[config.mk]
export PLATFORM = sky130hd
export DESIGN_NAME = pin_event_detector
export DESIGN_NICKNAME = d
export VERILOG_FILES = /design/src/rtl/pin_evt_pkg.sv /design/src/rtl/pin_sync.sv /design/src/rtl/pin_evt_cell.sv /design/src/rtl/pin_event_detector.sv
export SDC_FILE = /design/constraint.sdc
export NUM_CORES = 1
export LEC_CHECK = 0
export BUFFER_PORTS_ARGS = -buffer_cell sky130_fd_sc_hd__buf_2
export CAP_MARGIN = 20
export CORE_MARGIN = 2
export CORE_UTILIZATION = 25
export DETAILED_ROUTE_END_ITERATION = 6
export GPL_TIMING_DRIVEN = 0
export SETUP_SLACK_MARGIN = 0.02
export SYNTH_ARGS = -nofsm -noshare
export SYNTH_HDL_FRONTEND = slang
export SYNTH_SLANG_ARGS = --single-unit
[constraint.sdc]
create_clock -name clk -period 2.7 [get_ports clk]
set_clock_uncertainty 0.15 [all_clocks]
set_input_delay 0.27 -clock clk [delete_from_list [all_inputs] [get_ports clk]]
set_output_delay 0.27 -clock clk [all_outputs]
set_load 0.1 [all_outputs]
[src/rtl/pin_evt_pkg.sv]
package pin_evt_pkg;

    localparam int CODE_W = 4;

    typedef enum logic [1:0] {
        ROUTE_OFF = 2'd0,
        ROUTE_DMA = 2'd1,
        ROUTE_IRQ = 2'd2
    } route_e;

    typedef enum logic [2:0] {
        TRIG_NONE = 3'd0,
        TRIG_RISE = 3'd1,
        TRIG_FALL = 3'd2,
        TRIG_BOTH = 3'd3,
        TRIG_LOW  = 3'd4,
        TRIG_HIGH = 3'd5
    } trig_e;

    typedef struct packed {
        route_e route;
        trig_e  trig;
    } evt_cfg_t;

    // Map a pin trigger code to its routing group and trigger kind.
    function automatic evt_cfg_t decode_code(input logic [CODE_W-1:0] code);
        evt_cfg_t c;
        c.route = ROUTE_OFF;
        c.trig  = TRIG_NONE;
        case (code)
            4'b0001: begin c.route = ROUTE_DMA; c.trig = TRIG_RISE; end
            4'b0010: begin c.route = ROUTE_DMA; c.trig = TRIG_FALL; end
            4'b0011: begin c.route = ROUTE_DMA; c.trig = TRIG_BOTH; end
            4'b1000: begin c.route = ROUTE_IRQ; c.trig = TRIG_LOW;  end
            4'b1001: begin c.route = ROUTE_IRQ; c.trig = TRIG_RISE; end
            4'b1010: begin c.route = ROUTE_IRQ; c.trig = TRIG_FALL; end
            4'b1011: begin c.route = ROUTE_IRQ; c.trig = TRIG_BOTH; end
            4'b1100: begin c.route = ROUTE_IRQ; c.trig = TRIG_HIGH; end
            default: begin c.route = ROUTE_OFF; c.trig = TRIG_NONE; end
        endcase
        return c;
    endfunction

endpackage

[src/rtl/pin_sync.sv]
module pin_sync #(
    parameter int WIDTH  = 32,
    parameter int STAGES = 2
) (
    input  logic             clk,
    input  logic             rst,
    input  logic [WIDTH-1:0] async_in,
    output logic [WIDTH-1:0] sync_out
);

    logic [WIDTH-1:0] stage_q [STAGES];

    always_ff @(posedge clk) begin
        if (rst) begin
            for (int s = 0; s < STAGES; s++) stage_q[s] <= '0;
        end else begin
            stage_q[0] <= async_in;
            for (int s = 1; s < STAGES; s++) stage_q[s] <= stage_q[s-1];
        end
    end

    assign sync_out = stage_q[STAGES-1];

endmodule

[src/rtl/pin_evt_cell.sv]
module pin_evt_cell
    import pin_evt_pkg::*;
(
    input  logic              clk,
    input  logic              rst,
    input  logic [CODE_W-1:0] code,
    input  logic              level,
    input  logic              clr_w1c,
    input  logic              dma_done,
    output logic              flag,
    output logic              dma_req,
    output logic              irq_req
);

    evt_cfg_t cfg;
    logic     prev_q;
    logic     flag_q;
    logic     hit;
    logic     clr_all;

    assign cfg = decode_code(code);

    always_ff @(posedge clk) begin
        if (rst) prev_q <= 1'b0;
        else     prev_q <= level;
    end

    always_comb begin
        case (cfg.trig)
            TRIG_RISE: hit = level & ~prev_q;
            TRIG_FALL: hit = ~level & prev_q;
            TRIG_BOTH: hit = level ^ prev_q;
            TRIG_LOW:  hit = ~level;
            TRIG_HIGH: hit = level;
            default:   hit = 1'b0;
        endcase
    end

    assign clr_all = clr_w1c | (dma_done & (cfg.route == ROUTE_DMA));

    // Detection has priority over any clear in the same cycle.
    always_ff @(posedge clk) begin
        if (rst) flag_q <= 1'b0;
        else     flag_q <= hit | (flag_q & ~clr_all);
    end

    assign flag    = flag_q;
    assign dma_req = flag_q & (cfg.route == ROUTE_DMA);
    assign irq_req = flag_q & (cfg.route == ROUTE_IRQ);

    assert_set_wins_R12: assert property (@(posedge clk) disable iff (rst)
        (hit && clr_all) |=> flag_q);

    assert_sticky_R7: assert property (@(posedge clk) disable iff (rst)
        (flag_q && !clr_w1c && !dma_done) |=> flag_q);

    assert_clear_R9: assert property (@(posedge clk) disable iff (rst)
        (clr_w1c && !hit) |=> !flag_q);

    assert_disabled_R6: assert property (@(posedge clk) disable iff (rst)
        (cfg.route == ROUTE_OFF && !flag_q) |=> !flag_q);

    assert_level_R5: assert property (@(posedge clk) disable iff (rst)
        (cfg.trig == TRIG_HIGH && level) |=> flag_q);

    assert_route_R11: assert property (@(posedge clk) disable iff (rst)
        !(dma_req && irq_req));

endmodule

[src/rtl/pin_event_detector.sv]
module pin_event_detector
    import pin_evt_pkg::*;
#(
    parameter int NUM_PINS    = 32,
    parameter int SYNC_STAGES = 2,
    localparam int IDX_W      = (NUM_PINS > 1) ? $clog2(NUM_PINS) : 1
) (
    input  logic                       clk,
    input  logic                       rst,
    input  logic [NUM_PINS-1:0]        pin_in,
    input  logic [NUM_PINS*CODE_W-1:0] cfg_code,
    input  logic                       pin_wr_en,
    input  logic [IDX_W-1:0]           pin_wr_sel,
    input  logic                       pin_wr_flag,
    input  logic                       stat_wr_en,
    input  logic [NUM_PINS-1:0]        stat_wr_data,
    input  logic [NUM_PINS-1:0]        dma_done,
    output logic [NUM_PINS-1:0]        flags,
    output logic [NUM_PINS-1:0]        dma_req,
    output logic                       irq
);

    logic [NUM_PINS-1:0] level_s;
    logic [NUM_PINS-1:0] clr_vec;
    logic [NUM_PINS-1:0] irq_vec;

    pin_sync #(
        .WIDTH  (NUM_PINS),
        .STAGES (SYNC_STAGES)
    ) sync_i (
        .clk      (clk),
        .rst      (rst),
        .async_in (pin_in),
        .sync_out (level_s)
    );

    for (genvar i = 0; i < NUM_PINS; i++) begin : g_pin
        logic pin_hit_sel;
        assign pin_hit_sel = pin_wr_en && pin_wr_flag && (pin_wr_sel == IDX_W'(i));
        assign clr_vec[i]  = pin_hit_sel | (stat_wr_en & stat_wr_data[i]);

        pin_evt_cell cell_i (
            .clk      (clk),
            .rst      (rst),
            .code     (cfg_code[i*CODE_W +: CODE_W]),
            .level    (level_s[i]),
            .clr_w1c  (clr_vec[i]),
            .dma_done (dma_done[i]),
            .flag     (flags[i]),
            .dma_req  (dma_req[i]),
            .irq_req  (irq_vec[i])
        );
    end

    assign irq = |irq_vec;

    assert_irq_src_R11: assert property (@(posedge clk) disable iff (rst)
        irq |-> (flags != '0));

    assert_dma_src_R10: assert property (@(posedge clk) disable iff (rst)
        $countones(dma_req) <= $countones(flags));

endmodule

==> flow_summary.ini <==
[run_status]
status = finished with violations
violations = negative setup slack

[yosys]
ys_seq_area_share_pct = 31.29
yosys_most_used_dff = dfxtp_1
ys_top_cells_by_area = dfxtp_1 31%, ha_1 9.8%, nor2b_1 8.7%
synth_top_area_share_pct = 31.29
syn-cell-area_sq_um = 8190
synth_warnings = 0
synth.ff_latch_count = 128
ys_async_sr_fraction_pct = 0
synth_cell_types = 36
synth_cells = 1023
synth_enable_flop_cells = 0
synthesis.nets = 1321
synth_top_area_cell = dfxtp_1
syn_area_per_cell_sq_um = 8.006

[floorplanning]
ios = 299
die_h_microns = 185
core-area_sq_um = 32370
start_util_pct = 25.30
placementRows = 66
die_area_sq_um = 34230
fp.dieW_microns = 185

[sta]
rsz0062_at_grt = yes
whs_ns = 0.01721
drv_slew = 0
setup_viol = 1
period_share_pct = 105.3
relSlewSlack_pct = 25.16
tightest_slew_ns = 1.123
hold_viol_final = 0
min_period_ns = 2.843
fin_ws_ns = -0.1426
fmax_ghz = 0.3518

[clocking]
cts_buffers = 17
clkSlewWorstSetupHoldPaths_ns = 0.06
clock_latency_ns = 0.41
htree_levels = 4
root_buffer = clkbuf_16
clock-sinks = 128
cts_tree = done
clockBufferDepth = 2

[final_layout]
fin_util_pct = 35.52
multi_input_area_sq_um = 4868
drive_gt1_share_pct = 29.92
final_net_count = 1699
syn2layout_area_growth_pct = 40.41
mostFrequentLayoutCells = 296 x buf_2, 122 x dfxtp_1, 114 x nor2b_1, 88 x nor2_1, 70 x buf_4
finalInstanceArea_sq_um = 11500
final_common_cell = buf_2
nFillCells = 3527
seqCellArea_sq_um = 2572

[route]
final_antenna_net_count = 0
vias = 8486
vias_per_cell = 4.557
avgRoutedWirePerCell_microns = 17.17
drc = 0
drtPass1Iterations = 5
drt_wl_total_microns = 31970
first_iter_violations = 355

[grt]
antenna_found_initial = 8
grt_use_total_pct = 18.31
grt_pass1_wl_microns = 45980
grt_overflow = 0
grt_max_degree = 17
grt_pass1_vias = 7953

[setup_path]
crit_path_end_kind = output pin
worstPathArrival_ns = 2.42
cp.required_ns = 2.28
reg2reg_depth = 7
worstSetupPathType = flop to output pin
crit_fanout = 3
cp-start-kind = flop

[placement]
port_buffers = 297
place.gp.congestion = 0.8668
dp_slack_ns = -0.1272
detailed_place.area_sq_um = 10270
dpl.hpwl_microns = 24880

[worst_hold_path]
hold_depth = 3
hold_class = input pin to flop

[power_and_ir_drop]
p_leak_nw = 5.017
ir_drop_mv = 0.3611
p_per_area_nw_per_um2 = 495.1
finalPower_w = 0.005693

[job]
cap_violations = 0
[power by group]
part,switching [W],internal [W]
combinational,0.000798,0.000499
clock,0.000911,0.00145
sequential,0.0000601,0.00198
total,0.00177,0.00392
[what timing repair did]
| item | CTS | global route |
|---|---|---|
| endpoints found under the setup margin | 1 | 1 |
| hold buffers | 53 | 0 |
| buffers inserted | 2 | 4 |
| endpoints found under the hold margin | 51 | 0 |
| gates resized for setup | 17 | 10 |
| pin swaps | 5 | 7 |
[synthesized netlist by cell type, drive strengths merged (3+ instances only)]
cell	instances
or4b	4
nor4b	4
a211o	4
xnor2	16
nor3	35
a31oi	19
a32oi	8
nand3	31
and2	45
dfxtp	128
a221o	37
o21ai	49
ha	64
buf	67
nor2	88
nor2b	114
nand3b	17
nand2	65
o211ai	14
o2111ai	4
a21oi	48
a21o	16
or4	3
inv	66
a32o	8
nand2b	47
clkbuf	14
[metrics by stage]
step | instances | setup TNS [ns]
2_1_floorplan | 1023 | 0
5_1_grt | 1859 | -0.1870
6_report | 1862 | -0.1426
4_1_cts | 1852 | -0.1806
3_3_place_gp | 1762 | -0.1091
3_5_place_dp | 1765 | -0.1272
[worst paths after layout]
kind / startpoint / to / slack [ns]
worst min-delay path: cfg_code[111] / g_pin[27].cell_i.flag / 0.02
worst max register to register: g_pin[7].cell_i.prev_q / g_pin[7].cell_i.flag / 0.74
worst max-delay path: g_pin[21].cell_i.flag / irq / -0.14
worst min register to register: sync_i.stage_q[0][22] / sync_i.stage_q[0][54] / 0.28
[cell families after synthesis]
family / count (synthesis) / share of synthesized area, %
xor gates and xnor gates: 16 / 1.711
DFF: 128 / 31.29
and+or+nand+nor: 457 / 29.85
buffers and inverters: 147 / 9.670
adders and majority gates: 64 / 9.777
AOI/OAI and AO/OA: 211 / 17.71
[registers in the layout, indices dropped and copies added (netlist names)]
name                 cells
sync_i.stage_q          64
g_pin.cell_i.flag       32
g_pin.cell_i.prev_q     32
[routing by layer]
layer / global-route usage, % / wire (microns) / up-vias
li1: - / - / 4234
met3: 4.129 / 1954 / 38
met1: 22.53 / 13910 / 3939
met5: 0 / 12 / -
met2: 31.69 / 15240 / 273
met4: 5.651 / 847 / 2
[critical path, stage by stage (launching register included)]
cell	delay (ns)
dfxtp_2	0.33
and2_4	0.15
a32o_2	0.27
or4_1	0.48
or4_4	0.59
buf_12	0.19
[area by class of cell]
type | count | share of cell area [%]
sequential | 128 | 22.37
inverter | 66 | 2.154
tap | 442 | 4.809
buffer | 81 | 4.733
clock inverter | 11 | 1.219
multi-input combinational | 748 | 42.33
clock buffer | 21 | 3.830
antenna | 6 | 0.1306
timing repair buffer | 359 | 18.42
(Power assumes the default switching activity.)
